### config.mk
export PLATFORM = sky130hd
export DESIGN_NAME = wdt_ctrl
export DESIGN_NICKNAME = d
export VERILOG_FILES = /design/src/rtl/wdt_ctrl.sv
export SDC_FILE = /design/constraint.sdc
export NUM_CORES = 1
export LEC_CHECK = 0
export ABC_AREA = 1
export BUFFER_PORTS_ARGS = -buffer_cell sky130_fd_sc_hd__buf_4
export CORE_MARGIN = 8
export CORE_UTILIZATION = 59
export CTS_CLUSTER_SIZE = 12
export DETAILED_ROUTE_END_ITERATION = 10
export PLACE_DENSITY = 0.9
export SKIP_CTS_REPAIR_TIMING = 1
export SYNTH_ARGS = -nofsm -noshare
export SYNTH_HDL_FRONTEND = slang
export SYNTH_SLANG_ARGS = --single-unit
### constraint.sdc
create_clock -name clk -period 3.5 [get_ports clk]
set_input_delay 0 -clock clk [delete_from_list [all_inputs] [get_ports clk]]
set_output_delay 0 -clock clk [all_outputs]
set_load 0.1 [all_outputs]
### src/rtl/wdt_ctrl.sv
module wdt_ctrl #(
  parameter int unsigned TERM = 50000
) (
  input  logic       clk,
  input  logic       por_n,
  input  logic       loc_rst,
  input  logic       tick,
  input  logic       sel,
  input  logic       rd,
  input  logic       wr,
  input  logic [7:0] wdata,
  output logic [7:0] rdata,
  output logic       rst_req,
  output logic       brd_fail
);
  localparam int unsigned CW = $clog2(TERM + 1);
  localparam logic [CW-1:0] LAST = CW'(TERM - 1);
  localparam int B_EN   = 0;
  localparam int B_RSE  = 1;
  localparam int B_BFE  = 3;
  localparam int B_TO   = 4;
  localparam int B_RST  = 5;
  localparam int B_CLR  = 6;

  logic          en_q, rse_q, bfe_q, to_q, exp_q;
  logic [CW-1:0] cnt_q;

  wire wr_hit  = sel && wr;
  wire restart = wr_hit && (wdata[B_RST] || (wdata[B_EN] && !en_q));
  wire adv     = en_q && tick && !exp_q && !restart;
  wire expire  = adv && (cnt_q == LAST);

  always_ff @(posedge clk or negedge por_n) begin
    if (!por_n) begin
      en_q  <= 1'b0;
      rse_q <= 1'b0;
      bfe_q <= 1'b0;
    end else if (loc_rst) begin
      en_q  <= 1'b0;
      rse_q <= 1'b0;
      bfe_q <= 1'b0;
    end else if (wr_hit) begin
      en_q  <= wdata[B_EN];
      rse_q <= wdata[B_RSE];
      bfe_q <= wdata[B_BFE];
    end
  end

  always_ff @(posedge clk or negedge por_n) begin
    if (!por_n) begin
      cnt_q <= '0;
      exp_q <= 1'b0;
    end else if (restart) begin
      cnt_q <= '0;
      exp_q <= 1'b0;
    end else if (expire) begin
      exp_q <= 1'b1;
    end else if (adv) begin
      cnt_q <= cnt_q + 1'b1;
    end
  end

  always_ff @(posedge clk or negedge por_n) begin
    if (!por_n) begin
      to_q    <= 1'b0;
      rst_req <= 1'b0;
    end else begin
      if (expire)                      to_q <= 1'b1;
      else if (wr_hit && wdata[B_CLR]) to_q <= 1'b0;
      rst_req <= expire && rse_q;
    end
  end

  assign brd_fail = bfe_q && to_q;
  assign rdata    = (sel && rd) ? {3'b000, to_q, bfe_q, 1'b0, rse_q, en_q} : 8'h00;

  AST_REQ_ONE_CYCLE: assert property (@(posedge clk) disable iff (!por_n)
    rst_req |=> !rst_req);
  AST_REQ_WITH_FLAG: assert property (@(posedge clk) disable iff (!por_n)
    rst_req |-> to_q);
  AST_NO_TO_DISABLED: assert property (@(posedge clk) disable iff (!por_n)
    $rose(to_q) |-> $past(en_q));
  AST_FLAG_STICKY: assert property (@(posedge clk) disable iff (!por_n)
    (to_q && !(sel && wr && wdata[B_CLR])) |=> to_q);
  AST_RESTART_BLOCKS: assert property (@(posedge clk) disable iff (!por_n)
    (sel && wr && wdata[B_RST] && !to_q) |=> !to_q);
  AST_LRST_CLEARS: assert property (@(posedge clk) disable iff (!por_n)
    loc_rst |=> (!en_q && !rse_q && !bfe_q && !brd_fail));
  AST_HOLD_EXPIRED: assert property (@(posedge clk) disable iff (!por_n)
    (exp_q && !(sel && wr)) |=> ($stable(cnt_q) && !rst_req));
endmodule

==> flow_summary.yaml <==
clocking:
  clk_latency_ns: 0.32
  clock-sinks: 22
  root_buffer: "clkbuf_4"
  cts_buffers: 3
  clkTransAtPathRegs_ns: 0.13
  clk_path_buf_depth: 2
  cts_max_level: 1
  cts_tree: "yes"
routing:
  drt-initial-drc-count: 79
  postRouteAntennaNets: 0
  routed_wl_um: 3370
  drt_first_pass_iters: 5
  post_drt_wl_per_cell_um: 12.2
  via_count: 1476
  drc: 0
  avgViaCountPerCell: 5.37
sta:
  clock_skew_ns: 0.00563
  hold_ws_ns: -0.00505
  tns_ns: 0
  finalCriticalPeriod_ns: 1.97
  rsz0062_at_grt: "no"
  relSlewSlack_pct: 52.7
  worst_slew_pin_slew_ns: 0.708
  hold_viol: 2
  layout_setup_ws_ns: 1.53
  final_max_slew_viol_count: 0
  fmax_mhz: 507
  setup-violations-final: 0
  fin_crit_sh_pct: 56.4
logic_synthesis:
  synth.top_cell.area_share_pct: 38.1
  syn_inst: 223
  yosysTopAreaCell: "dfrtp_1"
  avgSynthCellArea_um2: 6.48
  yosys_register_bits: 22
  synth_compound_area_share_pct: 3.98
  synthSimpleGateAreaFrac_pct: 46.8
  synthTopCellsByArea: "dfrtp_1, nand2_1, nand3_1, nor2_1, inv_1"
  synth_edf_count: 0
  ys_async_sr_fraction_pct: 100
  synthAdderAreaFrac_pct: 0.866
  yosysSeqAreaShare_pct: 38.1
  yosysMostFrequentCell: "nand2_1"
  synth_flop_cell: "dfrtp_1"
  synth_commonest_cells: "nand2_1, nand3_1, nor2_1"
  synthXorXnorAreaFrac_pct: 0
  ys_types: 20
  synth_top_family_by_area: "simple AND/OR/NAND/NOR gates"
  yosys_warnings: 0
  synth_area_um2: 1450
  synthMuxAreaShare_pct: 0
worst_setup_path:
  cp_num_buf_inv: 2
  crit_type: "reg2reg"
  worstSetupStartpointType: "flip-flop"
  endpoint_kind: "flip-flop"
  required_ns: 3.76
  cp_max_fo: 21
  cp_slowest_stage_delay_ns: 0.52
  arrival_ns: 2.24
  cp_slowest_cell: "nand2_1"
  crit_path_frequent_cell: "nand2_1"
  cp_cell_sequence: "inv_1 -> nand2_1 -> nand2_1 -> nand2_1 -> inv_1 -> nor2_1 -> nand2_1 -> nand2_1"
  cp_top_family: "simple AND/OR/NAND/NOR gates"
hold_path:
  worstHoldPathType: "in2reg"
power_and_ir_drop:
  power.density_nw_per_um2: 350
  ir_drop_v: 0.000318
  p_leak_uw: 0.000824
finish:
  layout.nets: 262
  area_delta_synth_final_pct: 15.5
  fillCellCount: 205
  drive_above_1_share_pct: 12.2
  diodes: 0
place:
  dp_slack_ns: 1.56
  portBuffers: 17
  dp_hpwl_um: 2310
  gp_congestion: 0.930
floorplan:
  dieWidth_um: 65.5
  die_h_um: 65.5
  core_area_um2: 2390
  num_rows: 18
  start_util_pct: 60.5
  dieArea_um2: 4290
  ioPinCount: 25
grt:
  antenna_found_initial: 0
  grt_pass1_vias: 1312
  grt_max_degree: 23
  grt_pass1_wl_um: 5520
  grt_use_total_pct: 15.9
  overflow: 0
outcome:
  status: "finished with violations"
  violations: "negative hold slack"
run:
  cap_violations: 0
==> worst min-delay path: cells and delay by family <==
family / cells / cell delay, ns
AO/OA/AOI/OAI: 1 / 0.07
buffers and inverters: 2 / 0.14
AND/OR/NAND/NOR: 1 / 0.08
==> kinds of logic (layout without fill, tap and decap cells) <==
family	count (synthesis)	after routing
adder cells (fa/ha/maj)	1	1
buffers and inverters	31	50
flip-flops	22	22
other	1	4
AND/OR/NAND/NOR	157	157
AO/OA/AOI/OAI	11	11
==> metal layers <==
| metal | up-vias | global-route usage (%) | share of wire [%] | routed length (um) |
|---|---|---|---|---|
| li1 | 744 | - | - | - |
| met1 | 679 | 19.6 | 44 | 1470 |
| met2 | 49 | 27.4 | 48 | 1620 |
| met3 | 4 | 3.23 | 7.1 | 238 |
| met4 | 0 | 4.09 | 1.0 | 35 |
| met5 | - | 0 | 0 | 0 |
==> area by class of cell <==
cell class,instances,area [um2],share of cell area (%)
multi-input cells,173,761,45.6
repair buffers,22,178,10.6
clock inverters,1,30.0,1.80
well taps,30,37.5,2.25
clock buffers,3,22.5,1.35
flip-flops and latches,22,551,33.0
inverters,24,90.1,5.40
==> flip-flops by register name (all words and copies together), names as in the netlist <==
signal and cells:
to_q 1, bfe_q 1, cnt_q 16, rst_req 1, en_q 1, exp_q 1
rse_q 1
==> layout by cell type, fill, tap and decap left out <==
| cell | n |
|---|---|
| nand2_1 | 82 |
| nor2_2 | 4 |
| nand2_4 | 1 |
| nor2_1 | 29 |
| clkbuf_4 | 3 |
| inv_1 | 23 |
| dlygate4sd3_1 | 5 |
| buf_4 | 17 |
| o21ai_1 | 2 |
| inv_2 | 1 |
| nand3b_1 | 1 |
| nand4_1 | 7 |
| nor3b_1 | 1 |
| o21ai_0 | 8 |
| dfrtp_1 | 22 |
| o21bai_1 | 1 |
| conb_1 | 4 |
| ha_1 | 1 |
| bufinv_16 | 1 |
| nand3_1 | 29 |
| nand2_2 | 3 |
==> through the flow <==
stage	power, uW	util, %	instances	area [um2]
4_1_cts	579	67.8	270	1620
5_1_grt	606	69.9	275	1670
2_1_floorplan	358	-	226	1460
3_3_place_gp	378	65.6	266	1570
6_report	583	69.9	275	1670
3_5_place_dp	380	65.6	266	1570
==> worst paths after layout <==
check / startpoint / slack [ns] / cells after the start / end
min in group asynchronous: por_n / 0.08 / 2 / cnt_q[7]
min reg2reg: exp_q / 0.51 / 2 / exp_q
min: loc_rst / -0.005 / 4 / rse_q
max: en_q / 1.53 / 8 / cnt_q[15]
max reg2reg: en_q / 1.53 / 8 / cnt_q[15]
max in group asynchronous: por_n / 3.19 / 2 / cnt_q[8]
==> report_power, final <==
| group | switching (uW) | total [uW] | leakage [uW] | internal [uW] |
|---|---|---|---|---|
| Combinational | 65.0 | 95.4 | 0.000492 | 30.4 |
| Sequential | 18.6 | 286 | 0.000304 | 268 |
| Clock | 85.8 | 202 | 0.0000279 | 116 |
| Total | 169 | 583 | 0.000824 | 414 |
No activity file was read; power rests on OpenSTA's default activity.
